File: config.mk
export PLATFORM = sky130hd
export DESIGN_NAME = vslew_seq_top
export DESIGN_NICKNAME = d
export VERILOG_FILES = /design/src/rtl/vslew_pkg.sv /design/src/rtl/vslew_goal_sel.sv /design/src/rtl/vslew_stepper.sv /design/src/rtl/vslew_park_guard.sv /design/src/rtl/vslew_fault_latch.sv /design/src/rtl/vslew_seq_top.sv
export SDC_FILE = /design/constraint.sdc
export NUM_CORES = 1
export LEC_CHECK = 0
export BUFFER_PORTS_ARGS = -buffer_cell sky130_fd_sc_hd__buf_2
export CORE_UTILIZATION = 54
export DETAILED_ROUTE_END_ITERATION = 7
export PLACE_DENSITY = 0.8
export SLEW_MARGIN = 15
export SYNTH_ARGS = -nofsm -noshare
export SYNTH_HDL_FRONTEND = slang
export SYNTH_HIERARCHICAL = 1
export SYNTH_SLANG_ARGS = --single-unit
File: constraint.sdc
create_clock -name clk -period 3.4 [get_ports clk]
set_input_delay 0.17 -clock clk [delete_from_list [all_inputs] [get_ports clk]]
set_output_delay 0.17 -clock clk [all_outputs]
set_load 0.01 [all_outputs]
File: src/rtl/vslew_pkg.sv
package vslew_pkg;

  typedef struct packed {
    logic ls_on;
    logic hs_off;
  } gate_ovr_t;

  typedef enum logic [1:0] {
    STEP_HOLD = 2'd0,
    STEP_UP   = 2'd1,
    STEP_DOWN = 2'd2
  } step_dir_t;

endpackage

File: src/rtl/vslew_goal_sel.sv
module vslew_goal_sel #(
  parameter int unsigned CODE_W    = 5,
  parameter int unsigned IDX_W     = 2,
  parameter int unsigned SUSP_BASE = 8,
  parameter int unsigned SUSP_STEP = 4
) (
  input  logic              run,
  input  logic              susp_sel,
  input  logic [CODE_W-1:0] vid_code,
  input  logic [IDX_W-1:0]  susp_idx,
  output logic [CODE_W-1:0] goal
);

  function automatic logic [CODE_W-1:0] susp_decode(input logic [IDX_W-1:0] idx);
    return CODE_W'(SUSP_BASE + SUSP_STEP * int'(idx));
  endfunction

  logic [CODE_W-1:0] picked;

  always_comb begin
    picked = susp_sel ? susp_decode(susp_idx) : vid_code;
    goal   = run ? picked : '0;
  end

endmodule

File: src/rtl/vslew_stepper.sv
module vslew_stepper
  import vslew_pkg::*;
#(
  parameter int unsigned CODE_W = 5
) (
  input  logic              clk,
  input  logic              rst_n,
  input  logic              tick,
  input  logic [CODE_W-1:0] goal,
  output logic [CODE_W-1:0] code,
  output logic              settled
);

  function automatic step_dir_t pick_dir(input logic [CODE_W-1:0] cur,
                                         input logic [CODE_W-1:0] tgt);
    if (cur < tgt)      return STEP_UP;
    else if (cur > tgt) return STEP_DOWN;
    else                return STEP_HOLD;
  endfunction

  step_dir_t         dir;
  logic [CODE_W-1:0] code_nxt;
  logic              lands;

  always_comb begin
    dir = pick_dir(code, goal);
    unique case (dir)
      STEP_UP:   code_nxt = code + 1'b1;
      STEP_DOWN: code_nxt = code - 1'b1;
      default:   code_nxt = code;
    endcase
    lands = tick && (dir != STEP_HOLD) && (code_nxt == goal);
  end

  always_ff @(posedge clk or negedge rst_n) begin
    if (!rst_n) begin
      code    <= '0;
      settled <= 1'b0;
    end else begin
      settled <= lands;
      if (tick) code <= code_nxt;
    end
  end

endmodule

File: src/rtl/vslew_park_guard.sv
module vslew_park_guard #(
  parameter int unsigned PARK_TICKS = 32
) (
  input  logic clk,
  input  logic rst_n,
  input  logic tick,
  input  logic run,
  input  logic code_zero,
  output logic parked
);

  localparam int unsigned CNT_W = $clog2(PARK_TICKS + 1);

  logic [CNT_W-1:0] cnt;

  assign parked = (cnt == CNT_W'(PARK_TICKS));

  always_ff @(posedge clk or negedge rst_n) begin
    if (!rst_n)                           cnt <= '0;
    else if (run)                         cnt <= '0;
    else if (tick && code_zero && !parked) cnt <= cnt + 1'b1;
  end

endmodule

File: src/rtl/vslew_fault_latch.sv
module vslew_fault_latch (
  input  logic clk,
  input  logic rst_n,
  input  logic fault_in,
  input  logic shdn_req,
  output logic fault_q
);

  logic shdn_prev;
  logic shdn_edge;

  assign shdn_edge = (shdn_req != shdn_prev);

  always_ff @(posedge clk or negedge rst_n) begin
    if (!rst_n) begin
      fault_q   <= 1'b0;
      shdn_prev <= 1'b0;
    end else begin
      shdn_prev <= shdn_req;
      if (fault_in)       fault_q <= 1'b1;
      else if (shdn_edge) fault_q <= 1'b0;
    end
  end

endmodule

File: src/rtl/vslew_seq_top.sv
module vslew_seq_top
  import vslew_pkg::*;
#(
  parameter int unsigned CODE_W     = 5,
  parameter int unsigned IDX_W      = 2,
  parameter int unsigned SUSP_BASE  = 8,
  parameter int unsigned SUSP_STEP  = 4,
  parameter int unsigned PARK_TICKS = 32
) (
  input  logic              clk,
  input  logic              rst_n,
  input  logic              tick,
  input  logic              shdn_req,
  input  logic              supply_ok,
  input  logic              susp_sel,
  input  logic [CODE_W-1:0] vid_code,
  input  logic [IDX_W-1:0]  susp_idx,
  input  logic              fault_in,
  input  logic              lin_req,
  output logic [CODE_W-1:0] dac_code,
  output logic              settled,
  output logic              ls_force_on,
  output logic              hs_force_off,
  output logic              lin_en,
  output logic              fault_latched
);

  logic              run;
  logic [CODE_W-1:0] goal;
  logic              parked;
  gate_ovr_t         ovr;

  assign run = supply_ok && !shdn_req;

  vslew_goal_sel #(
    .CODE_W(CODE_W), .IDX_W(IDX_W),
    .SUSP_BASE(SUSP_BASE), .SUSP_STEP(SUSP_STEP)
  ) goal_i (
    .run(run), .susp_sel(susp_sel), .vid_code(vid_code),
    .susp_idx(susp_idx), .goal(goal)
  );

  vslew_stepper #(.CODE_W(CODE_W)) step_i (
    .clk(clk), .rst_n(rst_n), .tick(tick), .goal(goal),
    .code(dac_code), .settled(settled)
  );

  vslew_park_guard #(.PARK_TICKS(PARK_TICKS)) park_i (
    .clk(clk), .rst_n(rst_n), .tick(tick), .run(run),
    .code_zero(dac_code == '0), .parked(parked)
  );

  vslew_fault_latch fault_i (
    .clk(clk), .rst_n(rst_n), .fault_in(fault_in),
    .shdn_req(shdn_req), .fault_q(fault_latched)
  );

  always_comb begin
    ovr.ls_on  = !supply_ok || fault_latched || parked;
    ovr.hs_off = !supply_ok || fault_latched || parked;
  end

  assign ls_force_on  = ovr.ls_on;
  assign hs_force_off = ovr.hs_off;
  assign lin_en       = lin_req && !fault_latched;

endmodule

After elaboration in Yosys (flattened, before gate mapping)

Index checks and enable logic that the tools add are counted.

$add $sub $neg: 4
$lt $le $gt $ge: 2
Equal/unequal tests: 5
Muxes and demuxes: 9
Reductions and logical operators: 16

Operators by type and width:

| operator                                                           | count |
|---|---|
| 6-bit two-way mux                                                  | 2 |
| 5-bit two-way mux                                                  | 2 |
| 5-bit case mux with 2 select lines                                 | 1 |
| 6-bit by 1-bit adder with 6-bit output, second input constant      | 1 |
| 6-bit == test, second input constant                               | 1 |
| 1-bit logical AND                                                  | 6 |
| 2-bit nonzero test                                                 | 3 |
| 4-bit by 4-bit adder with 5-bit output, first input constant       | 1 |
| 5-bit by 1-bit adder with 5-bit output, second input constant      | 1 |
| 5-bit == test                                                      | 1 |
| 5-bit greater-than comparator                                      | 1 |
| 5-bit logical NOT                                                  | 1 |
| 5-bit < comparator                                                 | 1 |
| 5-bit by 1-bit subtractor with 5-bit output, second input constant | 1 |
| 1-bit logical NOT                                                  | 4 |
| 2-bit two-way mux                                                  | 2 |
| 2-bit by 1-bit == test with 1-bit output, second input constant    | 1 |
| 2-bit == test, second input constant                               | 1 |
| 1-bit logical OR                                                   | 2 |
| 1-bit two-way mux                                                  | 2 |
| 1-bit != test                                                      | 1 |

Register bits after elaboration: 14
Input bits: 15
Output and inout port bits: 10
Logic and storage cells: 41

Longest topological paths before layout

Gate-level depths: netlist of the first run.

Depth after elaboration: 10
Gate-level depth with buffers: 13
Mapped depth without buffers: 13

By module

Netlist of the first run, hierarchy kept.

Modules (own cells, without submodules):

| module            | instances | cells an instance | area each (um^2) | sequential area each (um^2) |
|---|---|---|---|---|
| vslew_stepper     | 1         | 63                | 639.4            | 150.1 |
| vslew_park_guard  | 1         | 39                | 356.6            | 150.1 |
| vslew_fault_latch | 1         | 4                 | 66.3             | 50.0 |
| vslew_goal_sel    | 1         | 8                 | 63.8             | 0.0 |
| vslew_seq_top     | 1         | 7                 | 38.8             | 0.0 |

Least setup slack after synthesis of the first run

OpenSTA, ideal clock, no wires.

Kind: in2reg
Start point: in supply_ok
End point: reg step_i.settled
Setup time: 0.077 ns
Arrival time: 3.073 ns
Data required time: 3.323 ns
Slack: 0.250 ns
Stages on the path: 13
Path buffers: 0
Cells stage by stage: nor2b_1 > a21boi_1 > inv_1 > ha_1 > a21oi_2 > o221ai_2 > and2_2 > fa_1 > a21o_1 > a21oi_2 > nor2_1 > or3_1 > a21oi_1

Cells in the longest elaborated chain, start to end: 9
Elaborated cells between the ends (all ways): 13
Classes of those cells: order compare: 2; eq/ne: 3; mux: 4; reduce/logical: 4

Ends and longest elaborated chain:

| what                                                                      | line                 | RTL |
|---|---|---|
| from (decl)                                                               | vslew_seq_top.sv:14  | `input logic supply_ok,` |
| 1-bit logical AND (*)                                                     | vslew_seq_top.sv:33  | `assign run = supply_ok && !shdn_req;` |
| 5-bit two-way mux (*)                                                     | vslew_goal_sel.sv:22 | `goal = run ? picked : '0;` |
| named net goal[4]                                                         | vslew_seq_top.sv:29  | `logic [CODE_W-1:0] goal;` |
| 5-bit greater-than comparator                                             | vslew_stepper.sv:17  | `else if (cur > tgt) return STEP_DOWN;` |
| 2-bit two-way mux                                                         | vslew_stepper.sv:17  |  |
| 2-bit two-way mux                                                         | vslew_stepper.sv:16  | `if (cur < tgt) return STEP_UP;` |
| 2-bit == test or 2-bit by 1-bit == test with 1-bit output (tied branches) | vslew_stepper.sv:27  | `unique case (dir)` |
| 5-bit case mux with 2 select lines                                        | vslew_stepper.sv:27  |  |
| 5-bit == test                                                             | vslew_stepper.sv:32  | `lands = tick && (dir != STEP_HOLD) && (code_nxt == goal);` |
| 1-bit logical AND (*)                                                     | vslew_stepper.sv:32  |  |
| named net step_i.lands                                                    | vslew_stepper.sv:23  | `logic lands;` |
| to (signal assigned)                                                      | vslew_stepper.sv:40  | `settled <= lands;` |
| to (decl)                                                                 | vslew_stepper.sv:11  | `output logic settled` |

Mark *: on every way through the listed nets, which the timed path passes. The rest lies on a longest branch.
A chain may end at the register's enable or synchronous reset.

Worst setup path after layout of the first run

Start point: in shdn_req
End point: reg step_i.settled

Cells in the longest elaborated chain, start to end: 10
Elaborated cells between the ends (all ways): 14
Classes of those cells: order compare: 2; eq/ne: 3; mux: 4; reduce/logical: 5

Ends and longest elaborated chain:

| what                                                                      | line                 | RTL |
|---|---|---|
| from (decl)                                                               | vslew_seq_top.sv:13  | `input logic shdn_req,` |
| 1-bit logical NOT (*)                                                     | vslew_seq_top.sv:33  |  |
| 1-bit logical AND (*)                                                     | vslew_seq_top.sv:33  |  |
| named net run                                                             | vslew_seq_top.sv:28  | `logic run;` |
| 5-bit two-way mux (*)                                                     | vslew_goal_sel.sv:22 |  |
| named net goal[4]                                                         | vslew_seq_top.sv:29  |  |
| 5-bit greater-than comparator                                             | vslew_stepper.sv:17  |  |
| 2-bit two-way mux                                                         | vslew_stepper.sv:17  |  |
| 2-bit two-way mux                                                         | vslew_stepper.sv:16  |  |
| 2-bit == test or 2-bit by 1-bit == test with 1-bit output (tied branches) | vslew_stepper.sv:27  |  |
| 5-bit case mux with 2 select lines                                        | vslew_stepper.sv:27  |  |
| 5-bit == test                                                             | vslew_stepper.sv:32  |  |
| 1-bit logical AND (*)                                                     | vslew_stepper.sv:32  |  |
| named net step_i.lands                                                    | vslew_stepper.sv:23  |  |

Marked as above.

==> results of run 1 <==
[worst register-to-register path: cells and delay by family (launching register included)]
family	cells	cell delay (ps)
fa+ha+maj	2	800
compound gates	4	860
simple gates	2	370
flops	1	460
xor+xnor	2	310
[report_power, final]
part           switching (mW)  internal [mW]
combinational           0.425          0.453
sequential             0.0693          0.211
clock                  0.0535         0.0651
[routing by layer]
| layer | part of all wire, % | vias up | global-route usage, % |
|---|---|---|---|
| met5 | 0 | - | 0 |
| met4 | 0.80 | 0 | 8.824 |
| met3 | 3.4 | 4 | 5.660 |
| met2 | 52 | 22 | 44.37 |
| met1 | 43 | 498 | 29.06 |
| li1 | - | 505 | - |
[cell usage in the layout (no fill, tap or decap), types with 2 or more instances in the layout]
| cell | n |
|---|---|
| inv_1 | 10 |
| nor2_1 | 5 |
| and3b_2 | 2 |
| nor2b_1 | 4 |
| nand2b_1 | 2 |
| or4_1 | 3 |
| nand3_1 | 4 |
| a21o_1 | 3 |
| a21oi_1 | 5 |
| nand2_1 | 7 |
| clkbuf_4 | 3 |
| and2_2 | 2 |
| xnor2_1 | 6 |
| o2111ai_1 | 2 |
| buf_2 | 24 |
| nand4_1 | 3 |
| or3_1 | 4 |
| and2_1 | 2 |
| o21ai_0 | 7 |
| mux2_4 | 2 |
| o311ai_1 | 2 |
| a21oi_2 | 3 |
| ha_1 | 10 |
| dfrtp_1 | 14 |
[synth_stat cells (all sizes together), types with 2 or more instances]
library cell	instances
dfrtp	14
ha	10
inv	10
a21oi	8
nand2	7
o21ai	7
xnor2	7
nor2	6
or3	6
and2	4
nand3	4
nor2b	4
a21o	3
nand4	3
or4	3
and3b	2
mux2	2
nand2b	2
o2111ai	2
o211ai	2
o311ai	2
[stage by stage]
step / power (mW) / instance area (sq um)
6_report: 1.277 / 1365
4_1_cts: 1.276 / 1365
5_1_grt: 1.382 / 1365
3_3_place_gp: 1.114 / 1319
2_1_floorplan: 0.9587 / 1165
3_5_place_dp: 1.151 / 1319
[final timing paths]
| path | to | cells past startpoint | slack (ps) |
|---|---|---|---|
| max in group asynchronous | park_i/cnt[4]$_DFFE_PN0P_ | 2 | 2850 |
| worst min-delay path | fault_i/shdn_prev$_DFF_PN0_ | 1 | 40 |
| worst max-delay path | step_i/settled$_DFF_PN0_ | 14 | 320 |
| min in group asynchronous | park_i/cnt[0]$_DFFE_PN0P_ | 2 | 310 |
| worst max register to register | step_i/settled$_DFF_PN0_ | 10 | 520 |
| worst min register to register | fault_i/fault_q$_DFFE_PN0P_ | 1 | 550 |
[final cells by class]
type                       instances  area share (%)
multi-input combinational         96           56.37
sequential                        14           25.66
timing repair buffer              26           10.08
inverter                          10           2.750
clock buffer                       4           2.658
tap                               27           2.475
[repair_timing]
| action | CTS | global route |
|---|---|---|
| hold buffers | 1 | 0 |
| hold endpoints to repair | 14 | 0 |
| resized for setup | 0 | 0 |
[cell families after synthesis]
kind of cell,after synthesis,share of synthesized area [%]
flip-flops,14,30.08
multiplexers,3,3.437
AO/OA/AOI/OAI,30,19.12
XOR/XNOR,9,8.593
AND/OR/NAND/NOR,43,22.45
buffers and inverters,11,3.867
adder cells (fa/ha/maj),11,12.46
[flip-flops by register name, indices dropped and copies added (netlist names)]
name               count
fault_i/shdn_prev      1
park_i/cnt             6
fault_i/fault_q        1
step_i/settled         1
step_i/code            5
==> qor.yml, run 1 <==
run_status:
  status: "completed"
grt:
  global_route_wire_length_before_repair_um: 4574
  grt_max_degree: 15
  grt_pass1_vias: 1085
  antenna_found_initial: 0
  overall_fraction_of_global_route_tracks_in_use_pct: 24.85
  grt_overflow: 0
floorplanning:
  start_util_pct: 58.19
  die_area_sq_um: 2347
  top_level_ports: 25
  die_y_um: 48.45
  row_count: 16
  floorplan.die.width_um: 48.45
  placeableCoreArea_sq_um: 2002
critical_path:
  critical_path_peak_fanout: 6
  worst-path-buf-inv: 2
  crit_path_start_kind: "input port"
  startpoint: "shdn_req"
  worstReg2RegStart: "step_i/code[4]$_DFFE_PN0P_"
  peak_per_stage_delay_on_the_critical_path_ps: 440
  critical-path-slowest-cell: "fa_1"
  cp.required_ps: 3600
  criticalPathCategory: "in -> reg"
  crit_chain: "buf_2 > nor2b_1 > a21boi_1 > inv_1 > ha_1 > a21oi_2 > o221ai_2 > and2_2 > fa_1 > xnor2_2 > xnor2_1 > a2111oi_1 > nand4_1 > a21oi_1"
  critical_path_arrival_ps: 3280
  crit_family: "compound AO/OA/AOI/OAI gates"
  worst_setup_path_end_kind: "flop"
sta:
  maxSlewViolCount: 0
  setup-tns-final_ps: 0
  timing.final.setup_violations: 0
  largest_clock_skew_in_the_final_design_ps: 4.696
  grt_setup_unrepaired: "no"
  timing.final.crit_share_pct: 90.47
  timing_hold_violations_final: 0
  finalWorstPathRequiredPeriod_ps: 3076
  upper_clock_frequency_limit_mhz: 325.1
  hold-worst-slack_ps: 43.58
  finalWorstSetupSlack_ps: 324.1
  max_slew.worst_pin.slew_ps: 355.8
  slew_headroom_pct: 76.22
layout:
  final_net_count: 177
  num_antenna_cells: 0
  area_delta_synth_final_pct: 17.19
  instances_no_fill: 177
  fillCellCount: 168
  multi_input_comb_area_sq_um: 769.5
  drive_gt1_share_pct: 29.33
  layout.core_utilization_pct: 68.19
  final-seq-area_sq_um: 350.3
clock_tree:
  cts_max_path_buffers: 2
  h-tree-depth: 1
  post-cts-setup-buffer-count: 0
  tritoncts: "yes"
  cts-buffers-inserted: 3
  cts_sinks: 14
  cts_root_buf: "clkbuf_4"
  worstSkewPairLatency_ps: 280
  clkTransAtPathRegs_ps: 90
placed_design:
  dp_cells: 172
  place_congestion: 0.8788
  post-dp-hpwl_um: 2159
  pre_cts_ws_ps: 65.31
  port-buffer-count: 24
run:
  max-cap-violations: 0
synth:
  netlist_top_cells_area: "dfrtp_1 (30%), ha_1 (11%), xnor2_1 (4.5%)"
  share_of_async_settable_or_async_resettable_flops_after_synthesis_pct: 100.0
  fraction_of_post_synthesis_cell_area_in_the_top_cell_type_by_area_pct: 30.08
  synth_edf_count: 0
  postSynthAreaPerCell_sq_um: 9.627
  portion_of_the_post_synthesis_area_used_by_sequential_elements_pct: 30.08
  yosys_warnings: 6
  post_syn_instances: 121
  synth_top_cell_by_area: "dfrtp_1"
  synth_unique_cells: 41
  post_synthesis_cell_area_sq_um: 1165
  postSynth.topFlopCell: "dfrtp_1"
  yosys_register_bits: 14
  synthesized_netlist_net_count: 147
pwr:
  power_density_nw_per_um2: 935.4
  vdd_ir_drop_max_uv: 1048
  total_leakage_power_nw: 0.6292
route:
  first_pass_detailed_route_iteration_total: 4
  postRouteWirelength_um: 2614
  postRouteAntennaNets: 0
  viasPerCell: 5.814
  post-route-drc-count: 0
  drt_iter0_drc: 19
  route.detailed.wl_per_inst_um: 14.77
  dr_total_vias: 1029
min_path:
  min-delay-start: "shdn_req"
  worst_min_delay_path_category: "in -> reg"
Power figures use the tool's default switching activity.
==> run 2, diff against run 1 <==
--- a/config.mk
+++ b/config.mk
@@ -6,10 +6,9 @@
 export NUM_CORES = 1
 export LEC_CHECK = 0
 export BUFFER_PORTS_ARGS = -buffer_cell sky130_fd_sc_hd__buf_2
-export CORE_UTILIZATION = 54
+export CORE_UTILIZATION = 50
 export DETAILED_ROUTE_END_ITERATION = 7
-export PLACE_DENSITY = 0.8
-export SLEW_MARGIN = 15
+export PLACE_DENSITY = 0.75
 export SYNTH_ARGS = -nofsm -noshare
 export SYNTH_HDL_FRONTEND = slang
 export SYNTH_HIERARCHICAL = 1
==> qor.yml, run 2 (synthesis gave the netlist of run 1 again) <==
run_status:
  status: "completed"
sta:
  timing.final.setup_violations: 0
  grt_setup_unrepaired: "no"
  largest_clock_skew_in_the_final_design_ps: 0.7906
  timing.final.crit_share_pct: 94.01
  max_slew.worst_pin.slew_ps: 413.5
  slew_headroom_pct: 72.36
  maxSlewViolCount: 0
  setup-tns-final_ps: 0
  upper_clock_frequency_limit_mhz: 312.9
  hold-worst-slack_ps: 42.14
  timing_hold_violations_final: 0
  finalWorstPathRequiredPeriod_ps: 3196
floorplanning:
  placeableCoreArea_sq_um: 2212
  row_count: 17
  floorplan.die.width_um: 50.27
  top_level_ports: 25
  die_y_um: 50.27
  die_area_sq_um: 2527
  start_util_pct: 52.66
critical_path:
  crit_chain: "buf_2 > nor2b_1 > nor2b_1 > inv_1 > ha_1 > a21oi_2 > o221ai_2 > and2_2 > fa_1 > xnor2_2 > xnor2_1 > a2111oi_1 > nand4_1 > a21oi_1"
  peak_per_stage_delay_on_the_critical_path_ps: 450
  cp.required_ps: 3600
  worst_setup_path_end_kind: "flop"
  criticalPathCategory: "in -> reg"
  critical_path_peak_fanout: 6
  worst-path-buf-inv: 2
  crit_path_start_kind: "input port"
  crit_family: "simple AND/OR/NAND/NOR gates"
  cp_common_cell: "nor2b_1"
  critical_path_arrival_ps: 3390
  critical-path-slowest-cell: "a2111oi_1"
pwr:
  total_leakage_power_nw: 0.6220
  total_power_mw: 1.261
  power_density_nw_per_um2: 932.6
  vdd_ir_drop_max_uv: 866.6
grt:
  global_route_wire_length_before_repair_um: 4353
  overall_fraction_of_global_route_tracks_in_use_pct: 23.00
  grt_overflow: 0
  grt_max_degree: 15
  antenna_found_initial: 0
  grt_pass1_vias: 1036
placed_design:
  place_congestion: 0.7827
  port-buffer-count: 24
  dpl_cell_area_sq_um: 1320
  post-dp-hpwl_um: 2091
layout:
  max_flop_register: "park_i/cnt"
  final_net_count: 177
  layout_top_registers: "park_i/cnt x6, step_i/code x5"
  num_antenna_cells: 0
  layout.core_utilization_pct: 61.14
  final_cell_mix: "buf_2 (24), dfrtp_1 (14), inv_1 (10), ha_1 (10)"
  largest_register_ffs: 6
  layout_commonest_cell: "buf_2"
  final_design_area_no_fill_sq_um: 1353
  drive_gt1_share_pct: 28.86
  area_delta_synth_final_pct: 16.11
min_path:
  worst_min_delay_path_category: "in -> reg"
clock_tree:
  cts_root_buf: "clkbuf_4"
  clkTransAtPathRegs_ps: 80
  cts_sinks: 14
  h-tree-depth: 1
  tritoncts: "yes"
  worstSkewPairLatency_ps: 270
  post-cts-setup-buffer-count: 0
  cts_max_path_buffers: 2
  cts-buffers-inserted: 3
route:
  postRouteAntennaNets: 0
  dr_total_vias: 1057
  postRouteWirelength_um: 2630
  post-route-drc-count: 0
  viasPerCell: 5.972
  maxUsedRoutingLayer: "met4"
  route.detailed.wl_per_inst_um: 14.86
  met1_length_um: 1160
  dr_wl_met3_um: 119
  first_pass_detailed_route_iteration_total: 4
  met2WireLength_um: 1309
  drt_iter0_drc: 37
run:
  max-cap-violations: 0
run 2: changes by cell type in the layout (fill, tap and decap cells not counted):
| cell | before | now |
|---|---|---|
| clkbuf_8 | 1 | 0 |
run 2: final cells by class:
cell class                      count  area (sq um)
Clock buffer                        3         22.52
Sequential cell                    14         350.3
Inverter                           10         37.54
Fill cell                         188         859.6
Multi-Input combinational cell     96         769.5
Tap cell                           28         35.03
Timing Repair Buffer               26         137.6
run 2: timing repair:
item / CTS / global route
hold buffers: 1 / 0
hold endpoints to repair: 14 / 0
gates resized for setup: 0 / 0
run 2: routing by layer:
metal / global-route usage (%) / vias to the layer above
met4: 11.43 / 0
met2: 39.56 / 48
li1: - / 498
met5: 0 / -
met1: 28.33 / 505
met3: 2.121 / 6
run 2: metrics by stage:
step	setup WS (ps)	std cells
after global routing	103.9	177
after floorplan	250.0	121
after CTS	308.1	177
after global placement	127.7	173
final	203.7	177
after detailed placement	26.70	173
run 2: worst paths after layout:
path,from,end,slack (ps),cells past startpoint
max,shdn_req,step_i/settled$_DFF_PN0_,200,14
min,shdn_req,fault_i/shdn_prev$_DFF_PN0_,40,1
max reg2reg,step_i/code[4]$_DFFE_PN0P_,step_i/settled$_DFF_PN0_,460,10
min reg2reg,fault_i/fault_q$_DFFE_PN0P_,fault_i/fault_q$_DFFE_PN0P_,540,1
max in group asynchronous,rst_n,fault_i/fault_q$_DFFE_PN0P_,2850,2
min in group asynchronous,rst_n,park_i/cnt[4]$_DFFE_PN0P_,320,2
run 2: where the power goes:
part	total [mW]	internal, mW	switching (mW)
Sequential	0.277	0.211	0.0664
Clock	0.0891	0.0410	0.0481
Combinational	0.895	0.453	0.442
==> run 3, diff against run 2 <==
--- a/config.mk
+++ b/config.mk
@@ -5,10 +5,11 @@
 export SDC_FILE = /design/constraint.sdc
 export NUM_CORES = 1
 export LEC_CHECK = 0
+export ABC_AREA = 1
 export BUFFER_PORTS_ARGS = -buffer_cell sky130_fd_sc_hd__buf_2
 export CORE_UTILIZATION = 50
 export DETAILED_ROUTE_END_ITERATION = 7
-export PLACE_DENSITY = 0.75
+export PLACE_DENSITY = 0.77
 export SYNTH_ARGS = -nofsm -noshare
 export SYNTH_HDL_FRONTEND = slang
 export SYNTH_HIERARCHICAL = 1
==> constraint.sdc (replaced) <==
create_clock -name clk -period 2.61 [get_ports clk]
set_input_delay 0.1305 -clock clk [delete_from_list [all_inputs] [get_ports clk]]
set_output_delay 0.1305 -clock clk [all_outputs]
set_load 0.01 [all_outputs]
==> qor.yml, run 3 <==
critical_path:
  cp.required_ps: 2850
  worstReg2RegStart: "step_i/code[4]$_DFFE_PN0P_"
  criticalPathCategory: "reg -> reg"
  critical_path_peak_fanout: 4
  startpoint: "step_i/code[4]$_DFFE_PN0P_"
  critical_path_arrival_ps: 2680
  crit_path_start_kind: "flop"
  worst_setup_path_end_kind: "flop"
sta:
  finalWorstPathRequiredPeriod_ps: 2440
  max_slew.worst_pin.slew_ps: 348.4
  largest_clock_skew_in_the_final_design_ps: 4.058
  timing.final.setup_violations: 0
  slew_headroom_pct: 76.75
  maxSlewViolCount: 0
  upper_clock_frequency_limit_mhz: 409.9
  timing_hold_violations_final: 0
  hold-worst-slack_ps: 22.68
  finalWorstSetupSlack_ps: 170.5
  timing.final.crit_share_pct: 93.47
floorplanning:
  row_count: 18
  die_y_um: 53.16
  start_util_pct: 52.83
  floorplan.die.width_um: 53.16
  die_area_sq_um: 2826
  placeableCoreArea_sq_um: 2477
  top_level_ports: 25
layout:
  final_cell_mix: "nand2_1 (59), inv_1 (32), nand3_1 (27)"
  layout_commonest_cell: "nand2_1"
  largest_register_ffs: 6
  multi_input_comb_area_sq_um: 899.6
  area_delta_synth_final_pct: 34.89
  fillCellCount: 216
  max_flop_register: "park_i/cnt"
  layout_top_registers: "park_i/cnt x6, step_i/code x5"
  instances_no_fill: 280
  final-seq-area_sq_um: 350.3
  drive_gt1_share_pct: 31.60
  num_antenna_cells: 0
  final_net_count: 277
min_path:
  min-delay-start: "fault_in"
  worst_min_delay_path_category: "in -> reg"
route:
  postRouteWirelength_um: 3185
  dr_total_vias: 1374
  postRouteAntennaNets: 0
  viasPerCell: 4.907
  drt_iter0_drc: 31
  post-route-drc-count: 2
  route.detailed.wl_per_inst_um: 11.38
  first_pass_detailed_route_iteration_total: 6
run_status:
  status: "finished, violations left"
  failed_checks: "DRC"
run:
  max-cap-violations: 0
grt:
  overall_fraction_of_global_route_tracks_in_use_pct: 23.30
  antenna_found_initial: 0
  grt_overflow: 0
  grt_max_degree: 15
  global_route_wire_length_before_repair_um: 4664
  grt_pass1_vias: 1085
clock_tree:
  cts-buffers-inserted: 3
  cts_root_buf: "clkbuf_4"
  clkTransAtPathRegs_ps: 90
  tritoncts: "yes"
  worstSkewPairLatency_ps: 290
  cts_sinks: 14
  h-tree-depth: 1
  cts_max_path_buffers: 2
pwr:
  total_power_mw: 2.116
  vdd_ir_drop_max_uv: 1121
  total_leakage_power_nw: 0.9729
  power_density_nw_per_um2: 1199
synth:
  post_syn_instances: 200
  synth_edf_count: 0
  post_synthesis_cell_area_sq_um: 1309
  synth_top_cell_by_area: "dfrtp_1"
  top_post_synthesis_cells_by_count: "nand2_1 (61), inv_1 (34), nand3_1 (27), nor2_1 (21), dfrtp_1 (14)"
  fraction_of_post_synthesis_cell_area_in_the_top_cell_type_by_area_pct: 26.77
  share_of_async_settable_or_async_resettable_flops_after_synthesis_pct: 100.0
  synthesized_netlist_net_count: 226
  netlist_top_cells_area: "dfrtp_1 (27%), nand2_1 (17%), nand3_1 (10%)"
  synth_unique_cells: 23
  yosysMostFrequentCell: "nand2_1"
  postSynthAreaPerCell_sq_um: 6.544
  yosys_warnings: 6
  postSynth.topFlopCell: "dfrtp_1"
  portion_of_the_post_synthesis_area_used_by_sequential_elements_pct: 26.77
  yosys_register_bits: 14
placed_design:
  post-dp-hpwl_um: 2363
  dp_cells: 272
  port-buffer-count: 24
  place_congestion: 0.9061
  pre_cts_ws_ps: -279.9
## run 3: final timing paths
path | end | slack, ps | cells after the start
worst max-delay path | step_i/settled$_DFF_PN0_ | 170 | 18
worst min register to register | park_i/cnt[5]$_DFFE_PN0P_ | 540 | 2
max in group asynchronous | step_i/code[2]$_DFFE_PN0P_ | 2100 | 2
worst min-delay path | fault_i/fault_q$_DFFE_PN0P_ | 20 | 3
min in group asynchronous | park_i/cnt[4]$_DFFE_PN0P_ | 260 | 2
worst max register to register | step_i/settled$_DFF_PN0_ | 170 | 18
## run 3: per-stage QoR
| stage | cell area (sq um) | setup TNS (ps) | util (%) |
|---|---|---|---|
| floorplan | 1326 | -11.63 | - |
| global placement | 1618 | -272.9 | 65.30 |
| detailed placement | 1618 | -437.3 | 65.30 |
| CTS | 1664 | 0 | 67.17 |
| global route | 1765 | -12.93 | 71.26 |
| finish | 1765 | 0 | 71.26 |
## run 3: kinds of logic (layout without fill, tap and decap cells)
kind of cell | count (synthesis) | count (layout) | share of synthesized area [%]
XOR/XNOR | 3 | 3 | 2.008
flip-flops | 14 | 14 | 26.77
AO/OA/AOI/OAI | 10 | 10 | 4.206
adder cells (fa/ha/maj) | 11 | 11 | 11.09
AND/OR/NAND/NOR | 125 | 125 | 44.36
buffers and inverters | 37 | 87 | 11.57
## run 3: worst max-delay path, cell delays in order, from the launching register on
cell	delay, ps
dfrtp_1	430
ha_4	300
nand2_2	80
inv_1	70
nand2_1	80
and2_4	160
a21oi_4	220
ha_4	260
a21oi_4	120
nand2_1	60
nand2_1	70
nand2_2	60
nand2_2	80
nand2_1	60
nand2_1	60
nand2_1	60
nor2_1	80
nand2_1	80
nor2_2	70
## run 3: report_power, final
group	switching (mW)	leakage [nW]	internal [mW]
logic	0.893	0.773	0.750
clock network	0.0810	0.0210	0.0851
registers	0.0374	0.179	0.269
## run 3: cell type report
| cell class | instances | area share [%] |
|---|---|---|
| Timing Repair Buffer | 49 | 17.79 |
| Sequential cell | 14 | 19.84 |
| Tap cell | 30 | 2.126 |
| Multi-Input combinational cell | 149 | 50.96 |
| Inverter | 34 | 7.229 |
| Clock buffer | 4 | 2.055 |
## run 3: timing repair
item                       4_1_cts  5_1_grt
setup endpoints to repair        0        2
hold buffers                     1        0
gates resized for setup          0       16
hold endpoints to repair        14        0
setup buffers                    0        3
## run 3: layer usage
layer	up-vias	track usage (%)	share of wire (%)
li1	722	-	-
met1	606	29.32	46
met2	40	38.19	48
met3	6	4.598	4.0
met4	0	10.09	1.8
met5	-	0	0
